`src/rtl/rxim_pkg.sv`:
```
// Package: shared state type for the receive interrupt delay timers.
// Assumes: both countdowns use a two-state idle/run machine.
package rxim_pkg;
    typedef enum logic {
        TMR_IDLE = 1'b0,
        TMR_RUN  = 1'b1
    } tmr_state_e;
endpackage

```
`src/rtl/rxim_cfg_regs.sv`:
```
// Module: rxim_cfg_regs
// Holds the packet delay and absolute delay registers. Turns a control
// write with the force bit into a single-cycle force strobe.
// Assumes: the force bit sits directly above the delay field and is never stored.
module rxim_cfg_regs #(
    parameter int DLY_W = 16
) (
    input  logic             clk,
    input  logic             rst_n,
    input  logic             cfg_wr_i,
    input  logic [DLY_W:0]   cfg_wdata_i,
    input  logic             abs_wr_i,
    input  logic [DLY_W-1:0] abs_wdata_i,
    output logic [DLY_W-1:0] pkt_dly_o,
    output logic [DLY_W-1:0] abs_dly_o,
    output logic             force_o,
    output logic [DLY_W:0]   cfg_rdata_o
);
    localparam int FORCE_BIT = DLY_W;

    logic [DLY_W-1:0] pkt_dly_q;
    logic [DLY_W-1:0] abs_dly_q;

    // Store the packet delay field on a control write.
    always_ff @(posedge clk) begin
        if (!rst_n) begin
            pkt_dly_q <= '0;
        end else if (cfg_wr_i) begin
            pkt_dly_q <= cfg_wdata_i[DLY_W-1:0];
        end
    end

    // Store the absolute delay on its own write.
    always_ff @(posedge clk) begin
        if (!rst_n) begin
            abs_dly_q <= '0;
        end else if (abs_wr_i) begin
            abs_dly_q <= abs_wdata_i;
        end
    end

    // The force strobe acts in the write cycle only and is not stored.
    always_comb begin
        force_o     = cfg_wr_i & cfg_wdata_i[FORCE_BIT];
        cfg_rdata_o = {1'b0, pkt_dly_q};
    end

    assign pkt_dly_o = pkt_dly_q;
    assign abs_dly_o = abs_dly_q;
endmodule

```
`src/rtl/rxim_pkt_timer.sv`:
```
// Module: rxim_pkt_timer
// Retriggerable packet countdown. A packet reloads it with the delay. Each
// tick decrements it. Reaching the end, a force strobe, or a packet with a
// zero delay raises fire_o. A cancel reloads it and halts it.
// Assumes: priority force > packet > cancel > expiry; a packet in a tick cycle wins.
module rxim_pkt_timer
    import rxim_pkg::*;
#(
    parameter int DLY_W = 16
) (
    input  logic             clk,
    input  logic             rst_n,
    input  logic             tick_i,
    input  logic             pkt_i,
    input  logic             force_i,
    input  logic             cancel_i,
    input  logic [DLY_W-1:0] delay_i,
    output logic             fire_o,
    output logic             running_o
);
    localparam logic [DLY_W-1:0] ONE = DLY_W'(1);

    tmr_state_e       state_q;
    logic [DLY_W-1:0] cnt_q;
    logic             zero_dly;
    logic             hit;

    // Decode the last tick and the immediate cases.
    always_comb begin
        zero_dly = (delay_i == '0);
        hit      = (state_q == TMR_RUN) && tick_i && (cnt_q == ONE);
        fire_o   = force_i | (pkt_i & zero_dly) | (hit & ~pkt_i);
    end

    // Countdown state: load, halt, expire or decrement.
    always_ff @(posedge clk) begin
        if (!rst_n) begin
            state_q <= TMR_IDLE;
            cnt_q   <= '0;
        end else if (force_i) begin
            state_q <= TMR_IDLE;
            cnt_q   <= delay_i;
        end else if (pkt_i) begin
            state_q <= zero_dly ? TMR_IDLE : TMR_RUN;
            cnt_q   <= delay_i;
        end else if (cancel_i || hit) begin
            state_q <= TMR_IDLE;
            cnt_q   <= delay_i;
        end else if (state_q == TMR_RUN && tick_i) begin
            cnt_q   <= cnt_q - ONE;
        end
    end

    assign running_o = (state_q == TMR_RUN);


    run_nonzero_chk: assert property (@(posedge clk) disable iff (!rst_n)
        (state_q == TMR_RUN) |-> (cnt_q != '0));


    hold_no_tick_chk: assert property (@(posedge clk) disable iff (!rst_n)
        (state_q == TMR_RUN && !tick_i && !pkt_i && !force_i && !cancel_i)
        |=> (state_q == TMR_RUN) && $stable(cnt_q));
endmodule

```
`src/rtl/rxim_abs_timer.sv`:
```
// Module: rxim_abs_timer
// Absolute countdown. It is armed by the first packet that finds it idle and
// is not restarted by later packets. It raises fire_o on its last tick.
// Assumes: a zero delay keeps it disabled.
module rxim_abs_timer
    import rxim_pkg::*;
#(
    parameter int DLY_W = 16
) (
    input  logic             clk,
    input  logic             rst_n,
    input  logic             tick_i,
    input  logic             pkt_i,
    input  logic [DLY_W-1:0] delay_i,
    output logic             fire_o
);
    localparam logic [DLY_W-1:0] ONE = DLY_W'(1);

    tmr_state_e       state_q;
    logic [DLY_W-1:0] cnt_q;
    logic             arm;

    // Decode the arming and expiry conditions.
    always_comb begin
        arm    = (state_q == TMR_IDLE) && pkt_i && (delay_i != '0);
        fire_o = (state_q == TMR_RUN) && tick_i && (cnt_q == ONE);
    end

    // Countdown state: arm once, decrement on ticks, go idle at expiry.
    always_ff @(posedge clk) begin
        if (!rst_n) begin
            state_q <= TMR_IDLE;
            cnt_q   <= '0;
        end else if (fire_o) begin
            state_q <= TMR_IDLE;
        end else if (arm) begin
            state_q <= TMR_RUN;
            cnt_q   <= delay_i;
        end else if (state_q == TMR_RUN && tick_i) begin
            cnt_q   <= cnt_q - ONE;
        end
    end


    abs_ignore_pkt_chk: assert property (@(posedge clk) disable iff (!rst_n)
        (state_q == TMR_RUN && pkt_i && !tick_i)
        |=> (state_q == TMR_RUN) && $stable(cnt_q));


    abs_off_chk: assert property (@(posedge clk) disable iff (!rst_n)
        (state_q == TMR_IDLE && delay_i == '0) |=> (state_q == TMR_IDLE));


    abs_hold_chk: assert property (@(posedge clk) disable iff (!rst_n)
        (state_q == TMR_RUN && !tick_i) |=> $stable(cnt_q));
endmodule

```
`src/rtl/rxim_irq_out.sv`:
```
// Module: rxim_irq_out
// Merges the expiry events of both timers into registered, single-cycle
// flush and interrupt pulses.
// Assumes: coincident events count as one expiry.
module rxim_irq_out (
    input  logic clk,
    input  logic rst_n,
    input  logic pkt_fire_i,
    input  logic abs_fire_i,
    output logic flush_o,
    output logic irq_o
);
    logic any_fire;
    logic flush_q;
    logic irq_q;

    // Combine the two sources into one event.
    always_comb begin
        any_fire = pkt_fire_i | abs_fire_i;
    end

    // Register the pulses so that both outputs are glitch-free.
    always_ff @(posedge clk) begin
        if (!rst_n) begin
            flush_q <= 1'b0;
            irq_q   <= 1'b0;
        end else begin
            flush_q <= any_fire;
            irq_q   <= any_fire;
        end
    end

    assign flush_o = flush_q;
    assign irq_o   = irq_q;


    reset_quiet_chk: assert property (@(posedge clk) disable iff (!rst_n)
        !$past(rst_n) |-> (!irq_q && !flush_q));
endmodule

```
`src/rtl/rx_irq_delay.sv`:
```
// Module: rx_irq_delay
// Top of the receive interrupt delay timer. Wires the register file, the
// packet countdown, the absolute countdown and the pulse merger.
// Assumes: tick_i and pkt_stored_i are single-cycle strobes in the clk domain.
module rx_irq_delay #(
    parameter int DLY_W = 16
) (
    input  logic             clk,
    input  logic             rst_n,
    input  logic             tick_i,
    input  logic             pkt_stored_i,
    input  logic             cfg_wr_i,
    input  logic [DLY_W:0]   cfg_wdata_i,
    input  logic             abs_wr_i,
    input  logic [DLY_W-1:0] abs_wdata_i,
    output logic [DLY_W:0]   cfg_rdata_o,
    output logic [DLY_W-1:0] abs_rdata_o,
    output logic             flush_o,
    output logic             irq_o
);
    localparam int FORCE_BIT = DLY_W;

    logic [DLY_W-1:0] pkt_dly;
    logic [DLY_W-1:0] abs_dly;
    logic             force_exp;
    logic             pkt_fire;
    logic             pkt_running;
    logic             abs_fire;

    rxim_cfg_regs #(.DLY_W(DLY_W)) u_regs (
        .clk         (clk),
        .rst_n       (rst_n),
        .cfg_wr_i    (cfg_wr_i),
        .cfg_wdata_i (cfg_wdata_i),
        .abs_wr_i    (abs_wr_i),
        .abs_wdata_i (abs_wdata_i),
        .pkt_dly_o   (pkt_dly),
        .abs_dly_o   (abs_dly),
        .force_o     (force_exp),
        .cfg_rdata_o (cfg_rdata_o)
    );

    rxim_pkt_timer #(.DLY_W(DLY_W)) u_pkt (
        .clk       (clk),
        .rst_n     (rst_n),
        .tick_i    (tick_i),
        .pkt_i     (pkt_stored_i),
        .force_i   (force_exp),
        .cancel_i  (abs_fire),
        .delay_i   (pkt_dly),
        .fire_o    (pkt_fire),
        .running_o (pkt_running)
    );

    rxim_abs_timer #(.DLY_W(DLY_W)) u_abs (
        .clk     (clk),
        .rst_n   (rst_n),
        .tick_i  (tick_i),
        .pkt_i   (pkt_stored_i),
        .delay_i (abs_dly),
        .fire_o  (abs_fire)
    );

    rxim_irq_out u_out (
        .clk        (clk),
        .rst_n      (rst_n),
        .pkt_fire_i (pkt_fire),
        .abs_fire_i (abs_fire),
        .flush_o    (flush_o),
        .irq_o      (irq_o)
    );

    assign abs_rdata_o = abs_dly;


    cancel_halt_chk: assert property (@(posedge clk) disable iff (!rst_n)
        (abs_fire && !pkt_stored_i) |=> !pkt_running);


    force_fire_chk: assert property (@(posedge clk) disable iff (!rst_n)
        (cfg_wr_i && cfg_wdata_i[FORCE_BIT]) |=> (irq_o && flush_o));
endmodule

```
`config.mk`:
```
export PLATFORM = sky130hd
export DESIGN_NAME = rx_irq_delay
export DESIGN_NICKNAME = d
export VERILOG_FILES = /design/src/rtl/rxim_pkg.sv /design/src/rtl/rxim_cfg_regs.sv /design/src/rtl/rxim_pkt_timer.sv /design/src/rtl/rxim_abs_timer.sv /design/src/rtl/rxim_irq_out.sv /design/src/rtl/rx_irq_delay.sv
export SDC_FILE = /design/constraint.sdc
export NUM_CORES = 1
export LEC_CHECK = 0
export BUFFER_PORTS_ARGS = -buffer_cell sky130_fd_sc_hd__buf_2
export CAP_MARGIN = 15
export CORE_MARGIN = 10
export CORE_UTILIZATION = 30
export DETAILED_ROUTE_END_ITERATION = 6
export PLACE_DENSITY = 0.55
export SLEW_MARGIN = 5
export SYNTH_ARGS = -nofsm -noshare
export SYNTH_HDL_FRONTEND = slang
export SYNTH_SLANG_ARGS = --single-unit
export TNS_END_PERCENT = 5
```
`constraint.sdc`:
```
create_clock -name clk -period 3.8 [get_ports clk]
set_clock_uncertainty 0.15 [all_clocks]
set_input_delay 0.57 -clock clk [delete_from_list [all_inputs] [get_ports clk]]
set_output_delay 0.57 -clock clk [all_outputs]
set_load 0.01 [all_outputs]
```
==> qor.txt, run 1 <==
Global route overflow -> 0
Combinational family with the most area after synthesis -> simple AND/OR/NAND/NOR gates
Final Hold Fails -> 0
Commonest non-fill, non-tap cell in the layout -> buf_2
Status -> completed
Clk Latency, worst-skew pair -> 0.35 ns
WL per Instance -> 16.0 um
Worst path max stage delay -> 0.94 ns
Fin crit period -> 2.62 ns
Num CTS Buffers -> 9
Nature of the critical path endpoint -> flip-flop
Yosys reg bits -> 67
Post-CTS resize count -> 0
Post-synth EDFFs -> 0
Crit path DAT -> 2.72 ns
Syn Inst Count -> 357
Synth Area in Adders -> 1.55%
Worst-path cell chain -> or4_4 -> o41ai_4 -> o311ai_0 -> a31oi_1
DRT antenna net count -> 0
Post-synthesis sequential area ratio -> 41.6%
Yosys warnings -> 0
Root buf cell -> clkbuf_8
Relative slew slack -> 33.8%
Ratio of cells with drive above 1 in the final layout -> 23.8%
Post-CTS setup buffers -> 0
Synth Area in Compound Gates -> 18.4%
Post-Synth XOR/XNOR Area -> 5.16%
Setup TNS -> 0 ns
Proportion of synthesized area in mux cells -> 10.3%
DRC Markers -> 0
Final WL -> 9.02 mm
IO buf count -> 72
Clock sinks -> 67
Post-DP HPWL -> 6.55 mm
Ys flop type -> dfxtp_1
Max Slew Vio Count -> 0
Vias in the first global route -> 2860
Leakage Power -> 1.66 nW
Tot Pwr -> 1.87 mW
Fillers -> 1087
TritonRoute pass-1 iters -> 4
Unrepaired setup endpoints after global routing -> no
Syn_nets -> 400
Max-Cap Viols -> 0
Setup ws final -> 1.18 ns
Clock Tree Buf Depth -> 2
RD Place Congestion -> 0.840
Die Ht -> 124 um
I/O pin count -> 74
Number of cell rows -> 37
Syn Area/Cell -> 9.03 um2
Detailed Route Iter0 Violations -> 114
Nets -> 466
Most frequent cells in the layout -> buf_2 (72), dfxtp_1 (67), nor2_1 (47)
PwrDens -> 475 nW/um2
Diodes inserted -> 0
Clock transition at path regs -> 0.08 ns
Fin crit share -> 69.0%
Hold Crit Class -> in2reg
Largest net degree at the start of global routing -> 34
Setup violations, final -> 0
Vias -> 2911
Worst-path fanout max -> 19
Async set-or-reset flop fraction in the synthesized netlist -> 0%
Critical path class -> reg2reg
Synth Area in Simple Gates -> 19.1%
Place WS -> 1.18 ns
Area of the die -> 15300 um2
Antenna violations before repair -> 0
Chip width -> 124 um
Syn-to-layout area delta -> 22.1%
Number of H-tree levels -> 3
Crit path launch type -> flip-flop
Synth unique cells -> 54
Slowest CP cell -> o41ai_4
Overall routing resource usage -> 11.8%
# hold bufs at CTS -> 0
Worst VDD drop -> 287 uV
CP required -> 3.90 ns
DR vias/cell -> 5.16
Initial Utilization -> 30.9%
Core area -> 10400 um2
Highest Clock Rate -> 381 MHz
CTS tree -> yes
Worst slew pin tran -> 0.990 ns
Post-Syn Area -> 3220 um2
First-pass GRT wire length -> 14.6 mm
[layer usage]
layer	global-route usage (%)	vias to the layer above	part of all wire [%]
met2	18.1	80	45
met1	15.4	1372	47
met3	3.80	12	6.0
li1	-	1447	-
met4	3.86	0	1.5
met5	0	-	0
[logic make-up after synthesis]
kind of cell	count (synthesis)
DFF	67
other	1
adders and majority gates	4
AOI/OAI and AO/OA	84
buffers and inverters	27
xor gates and xnor gates	19
muxes	33
and+or+nand+nor	122
[state kept, by name (all words and copies together) (netlist names)]
signal	cells
u_abs.cnt_q	16
u_abs.state_q	1
u_out.flush_o	1
u_pkt.cnt_q	16
u_pkt.running_o	1
u_regs.abs_dly_o	16
u_regs.pkt_dly_o	16
[layout make-up]
class,count,area (um2),share of cell area (%)
clock buffer,10,138,3.50
inverter,6,22.5,0.572
sequential,67,1340,34.1
timing repair buffer,76,390,9.92
clock inverter,6,113,2.86
multi-input combinational,263,1760,44.8
tap,136,170,4.32
[report_power, final]
group | internal (mW) | leakage (nW) | switching (mW)
clock | 0.455 | 0.126 | 0.287
sequential | 0.753 | 0.552 | 0.0530
combinational | 0.134 | 0.982 | 0.187
total | 1.34 | 1.66 | 0.527
[synth_stat cells (2+ instances only)]
cell / number / area, um2
buf_4: 2 / 15.0
xnor2_1: 9 / 78.8
a211oi_1: 17 / 128
nand2_1: 20 / 75.1
nor3b_1: 2 / 15.0
nor3_1: 8 / 40.0
dfxtp_1: 67 / 1340
a21oi_1: 28 / 140
clkbuf_1: 15 / 56.3
o21ai_0: 7 / 35.0
ha_1: 4 / 50.1
nand4b_1: 2 / 17.5
o211a_1: 2 / 20.0
o211ai_1: 3 / 22.5
mux2i_1: 32 / 320
nor2b_1: 2 / 12.5
a22oi_1: 2 / 15.0
inv_1: 5 / 18.8
buf_2: 3 / 15.0
xor2_1: 10 / 87.6
nand4_1: 3 / 18.8
nor4_1: 10 / 62.6
nor2_1: 47 / 176
or4_4: 2 / 22.5
or3_1: 3 / 18.8
o311ai_0: 4 / 35.0
o31ai_1: 2 / 15.0
nand3_1: 10 / 50.1
a31oi_1: 4 / 25.0
or4_1: 5 / 37.5
o31a_1: 2 / 17.5
a2bb2oi_1: 3 / 26.3
[metrics by stage]
stage | std cells | hold slack (ns) | area [um2] | utilization, %
6_report | 564 | 0.305 | 3940 | 37.8
2_1_floorplan | 357 | 0.317 | 3220 | -
4_1_cts | 564 | 0.289 | 3940 | 37.8
3_5_place_dp | 548 | 0.340 | 3690 | 35.4
3_3_place_gp | 548 | 0.336 | 3690 | 35.4
5_1_grt | 564 | 0.306 | 3940 | 37.8
[path summary, 6_finish.rpt]
kind / start / endpoint / slack (ns) / depth (start not counted)
worst min register to register: u_abs.cnt_q[6] / u_abs.cnt_q[6] / 0.35 / 2
worst max register to register: u_regs.abs_dly_o[8] / u_abs.cnt_q[12] / 1.18 / 4
worst min-delay path: abs_wdata_i[7] / u_regs.abs_dly_o[7] / 0.30 / 3
worst max-delay path: u_regs.abs_dly_o[8] / u_abs.cnt_q[12] / 1.18 / 4
[critical path: cells and delay by family (launching register included)]
kind	cells	cell delay, ns
compound gates	3	1.44
simple gates	1	0.57
flops	1	0.35
(Power assumes the default switching activity.)
==> inputs of run 2 (changes only) <==
ABC_AREA = 1   (was not set)
clock period = 2.45 ns   (was 3.8 ns; I/O delays follow)
==> qor.txt, run 2 <==
Status -> completed
Pint -> 2.42 mW
Clock network fraction of total power -> 43.4%
Initial Utilization -> 31.0%
DRT antenna net count -> 0
IO buf count -> 72
Largest net degree at the start of global routing -> 39
Final Hold Fails -> 0
Sw power -> 1.02 mW
Post-CTS resize count -> 0
Area of the die -> 16700 um2
Met2 routed WL -> 4.67 mm
Number of H-tree levels -> 3
TritonRoute pass-1 iters -> 5
Clock Tree Buf Depth -> 2
Met3 wire length -> 557 um
Clk Latency, worst-skew pair -> 0.33 ns
CP required -> 2.50 ns
Crit path launch type -> flip-flop
Num CTS Buffers -> 9
Worst slew pin tran -> 0.615 ns
# hold bufs at CTS -> 0
Most frequent CP cell -> nand2_1
Crit path DAT -> 2.16 ns
Syn Area/Cell -> 6.73 um2
Fillers -> 1201
Most frequent cells in the layout -> nor2_1 (111), nand2_1 (104), buf_2 (72)
Worst path bufs/invs -> 1
Worst-path cell chain -> nor2_1 -> nand2_1 -> nor2_1 -> nand2_1 -> nand2_1 -> clkinv_1 -> nand2_1 -> o21ai_0 -> a21oi_1 -> nor2_1
Post-synth EDFFs -> 0
Flop pwr share -> 36.7%
Ys flop type -> dfxtp_1
CTS tree -> yes
Clock sinks -> 67
Overall routing resource usage -> 12.9%
Yosys warnings -> 0
Setup violations, final -> 0
Final WL -> 10.6 mm
Async set-or-reset flop fraction in the synthesized netlist -> 0%
Crit path max-delay family -> simple AND/OR/NAND/NOR gates
Vias -> 3565
WL met1 -> 5.23 mm
Hold Crit Class -> in2reg
Final Hold Slack -> 0.108 ns
I/O pin count -> 74
Ratio of cells with drive above 1 in the final layout -> 19.2%
Fin crit period -> 2.11 ns
Yosys reg bits -> 67
Syn_nets -> 576
Synth unique cells -> 35
Nets -> 643
Most frequent cell after synthesis -> nor2_1
Detailed Route Iter0 Violations -> 262
Die Ht -> 129 um
Top cells by area, synth -> dfxtp_1 (37%), nor2_1 (12%), nand2_1 (11%)
Relative slew slack -> 58.8%
Critical path class -> reg2reg
WL per Instance -> 14.2 um
First-pass GRT wire length -> 17.5 mm
Chip width -> 129 um
Post-DP HPWL -> 8.05 mm
Switch share -> 29.6%
Post-synthesis sequential area ratio -> 37.4%
Synth top cells by count -> nor2_1 (111), nand2_1 (104), dfxtp_1 (67)
Slowest CP cell -> clkinv_1
Worst-path fanout max -> 12
Syn-to-layout area delta -> 22.2%
Comb power frac -> 20.0%
Max Slew Vio Count -> 0
Post-CTS setup buffers -> 0
Syn Inst Count -> 533
RD Place Congestion -> 0.924
Synth area leader -> dfxtp_1
Core area -> 11600 um2
Unrepaired setup endpoints after global routing -> no
Root buf cell -> clkbuf_16
Max-Cap Viols -> 0
Global route overflow -> 0
Clock transition at path regs -> 0.05 ns
Share of the synthesized area in the top cell type -> 37.4%
PwrDens -> 786 nW/um2
DR vias/cell -> 4.77
Nature of the critical path endpoint -> flip-flop
Vias in the first global route -> 3464
Diodes inserted -> 0
Number of cell rows -> 39
Antenna violations before repair -> 0
Highest Clock Rate -> 475 MHz
Leakage Power -> 2.11 nW
DRC Markers -> 0
Fin util -> 37.9%
Worst path max stage delay -> 0.38 ns
Top layer in use -> met4
Commonest non-fill, non-tap cell in the layout -> nor2_1
Post-Syn Area -> 3580 um2
Setup TNS -> 0 ns
Worst VDD drop -> 316 uV
Fin crit share -> 86.0%
## run 2: cell types whose count changed in the layout (fill, tap and decap cells not counted), sizes merged, moves of 7 or more
| cell | delta |
|---|---|
| nand2 | +91 |
| nor2 | +72 |
| o21ai | +50 |
| inv | +43 |
| mux2i | -32 |
| nand3 | +19 |
| a211oi | -17 |
| nor4 | -9 |
| or4 | -7 |
## run 2: worst min-delay path, cell delays in order
cell and delay [ns]:
buf_2 0.07, nor2_1 0.03, nor2_1 0.08
## run 2: layout make-up
type	instances	area, um2	share of cell area [%]
multi-input cells	395	1940	44.3
flip-flops and latches	67	1340	30.6
clock inverters	7	116	2.66
repair buffers	75	383	8.74
inverters	52	196	4.48
clock buffers	9	225	5.14
well taps	143	179	4.08
## run 2: path summary, 6_finish.rpt
kind / startpoint / to / slack [ns] / cells past startpoint
worst max-delay path: u_regs.abs_dly_o[7] / u_abs.cnt_q[5] / 0.34 / 10
worst min-delay path: abs_wdata_i[7] / u_regs.abs_dly_o[7] / 0.11 / 3
worst max register to register: u_regs.abs_dly_o[7] / u_abs.cnt_q[5] / 0.34 / 10
worst min register to register: u_pkt.running_o / u_pkt.running_o / 0.34 / 2
## run 2: logic make-up after synthesis
kind of cell | after synthesis | synth area share [%]
and+or+nand+nor | 275 | 33.1
AOI/OAI and AO/OA | 93 | 14.2
buffers and inverters | 71 | 8.48
xor gates and xnor gates | 22 | 5.38
DFF | 67 | 37.4
other | 1 | 0.105
adders and majority gates | 4 | 1.40
## run 2: stage by stage
step | setup slack (ns) | cell area (um2) | cells | total power, mW
3_3_place_gp | 0.410 | 4040 | 732 | 1.97
6_report | 0.343 | 4380 | 748 | 3.44
3_5_place_dp | 0.325 | 4040 | 732 | 1.97
5_1_grt | 0.0324 | 4380 | 748 | 3.61
2_1_floorplan | 0.875 | 3580 | 533 | 1.77
4_1_cts | 0.332 | 4380 | 748 | 3.46
## run 2: power by group through the flow
stage | logic, mW | registers, mW | clock network (mW)
after floorplan | 0.491 | 1.28 | 0
after global placement | 0.684 | 1.28 | 0
after detailed placement | 0.682 | 1.29 | 0
after CTS | 0.689 | 1.26 | 1.51
after global routing | 0.780 | 1.28 | 1.56
final | 0.687 | 1.26 | 1.49
## run 2: layer usage
layer  GRT usage (%)  vias up
li1                -     1831
met1            17.5     1624
met2            19.7       99
met3            2.32       11
met4            4.88        0
met5               0        -
==> inputs of run 3 (changes only) <==
CELL_PAD_IN_SITES_DETAIL_PLACEMENT = 2   (was not set)
CELL_PAD_IN_SITES_GLOBAL_PLACEMENT = 2   (was not set)
CORE_UTILIZATION = 29   (was 30)
PLACE_DENSITY = 0.84   (was 0.55)
==> qor.txt, run 3 (synthesis gave the netlist of run 2 again) <==
DRT antenna net count -> 0
Switch share -> 32.1%
Chip width -> 131 um
Max-Cap Viols -> 0
Sw power -> 1.09 mW
Most frequent cells in the layout -> nor2_1 (111), nand2_1 (104), buf_2 (72)
Relative slew slack -> 55.8%
Clock network fraction of total power -> 40.6%
Critical path class -> reg2reg
Post-CTS setup buffers -> 0
Clk Latency, worst-skew pair -> 0.34 ns
PwrDens -> 773 nW/um2
Worst VDD drop -> 348 uV
Worst-path cell chain -> inv_1 -> ha_1 -> nand3_1 -> nor2_1 -> nand3_1 -> nand2_2 -> nor2_4 -> nand2_1 -> nor2_1 -> nor2_1
Most frequent CP cell -> nor2_1
CTS tree -> yes
Number of H-tree levels -> 3
Unrepaired setup endpoints after global routing -> no
Final Hold Fails -> 0
Initial Utilization -> 29.7%
Antenna violations before repair -> 0
I/O pin count -> 74
Leakage Power -> 2.10 nW
Tot Pwr -> 3.39 mW
TritonRoute pass-1 iters -> 4
Placed Instances -> 757
Nature of the critical path endpoint -> flip-flop
Fin util -> 36.3%
Comb power frac -> 22.1%
Slowest CP cell -> nor2_4
Detailed Route Iter0 Violations -> 179
Status -> completed
Commonest non-fill, non-tap cell in the layout -> nor2_1
Final WL -> 14.0 mm
Die Ht -> 131 um
Highest Clock Rate -> 472 MHz
Ratio of cells with drive above 1 in the final layout -> 19.2%
Diodes inserted -> 0
Root buf cell -> clkbuf_16
Area of the die -> 17200 um2
Finished Layout Cells -> 773
WL per Instance -> 18.1 um
Setup TNS -> 0 ns
Final Hold Slack -> 0.106 ns
Num CTS Buffers -> 9
# hold bufs at CTS -> 0
Hold Crit Class -> in2reg
Core area -> 12100 um2
Number of cell rows -> 40
Pint -> 2.30 mW
Flop pwr share -> 37.4%
Vias in the first global route -> 4250
Fillers -> 1437
Crit path DAT -> 2.20 ns
Post-DP HPWL -> 10.3 mm
Fin crit share -> 86.5%
Post-CTS resize count -> 0
Vias -> 3771
Setup violations, final -> 0
Global route overflow -> 0
DR vias/cell -> 4.88
Clock sinks -> 67
IO buf count -> 72
Largest net degree at the start of global routing -> 55
Nets -> 643
Clock transition at path regs -> 0.06 ns
Worst-path fanout max -> 16
First-pass GRT wire length -> 23.0 mm
Crit path launch type -> flip-flop
Worst slew pin tran -> 0.659 ns
RD Place Congestion -> 0.827
Max Slew Vio Count -> 0
DRC Markers -> 0
Worst path max stage delay -> 0.37 ns
Clock Tree Buf Depth -> 2
Fin crit period -> 2.12 ns
Overall routing resource usage -> 16.2%
Syn-to-layout area delta -> 22.3%
CP required -> 2.53 ns
==> run 3: critical path: cells and delay by family, from the launching register on <==
family / cells / cell delay, ns
AND/OR/NAND/NOR: 8 / 1.26
flip-flops: 1 / 0.35
adder cells (fa/ha/maj): 1 / 0.19
buffers and inverters: 1 / 0.07
==> run 3: path summary, 6_finish.rpt <==
path                        from  cells past startpoint                  end  slack (ns)
min               abs_wdata_i[8]                      3  u_regs.abs_dly_o[8]        0.11
max               u_pkt.cnt_q[1]                     10      u_pkt.cnt_q[15]        0.33
min reg2reg  u_regs.pkt_dly_o[5]                      2  u_regs.pkt_dly_o[5]        0.36
max reg2reg       u_pkt.cnt_q[1]                     10      u_pkt.cnt_q[15]        0.33
==> run 3: final cells by class <==
type / instances / area (um2) / share of cell area, %
Tap cell: 168 / 210 / 4.79
Timing Repair Buffer: 75 / 383 / 8.73
Sequential cell: 67 / 1340 / 30.6
Inverter: 52 / 196 / 4.48
Clock inverter: 4 / 47.5 / 1.08
Multi-Input combinational cell: 395 / 1940 / 44.2
Clock buffer: 12 / 267 / 6.08
==> run 3: power by group through the flow <==
stage                     Clock (mW)  Sequential, mW  Combinational, mW
final                           1.38            1.27              0.748
after global routing            1.44            1.28              0.845
after CTS                       1.39            1.27              0.757
after detailed placement           0            1.29              0.727
after global placement             0            1.28              0.689
after floorplan                    0            1.28              0.491
==> run 3: through the flow <==
step	area (um2)	setup WS, ns
floorplan	3580	0.875
global placement	4070	0.393
detailed placement	4070	0.285
CTS	4380	0.308
global route	4380	0.113
finish	4380	0.331
==> run 3: per-layer routing <==
layer | vias to the layer above | wire length [um] | global-route usage (%)
li1 | 1831 | - | -
met1 | 1838 | 6550 | 20.9
met2 | 88 | 6660 | 26.5
met3 | 14 | 572 | 2.67
met4 | 0 | 196 | 5.94
met5 | - | 0 | 0
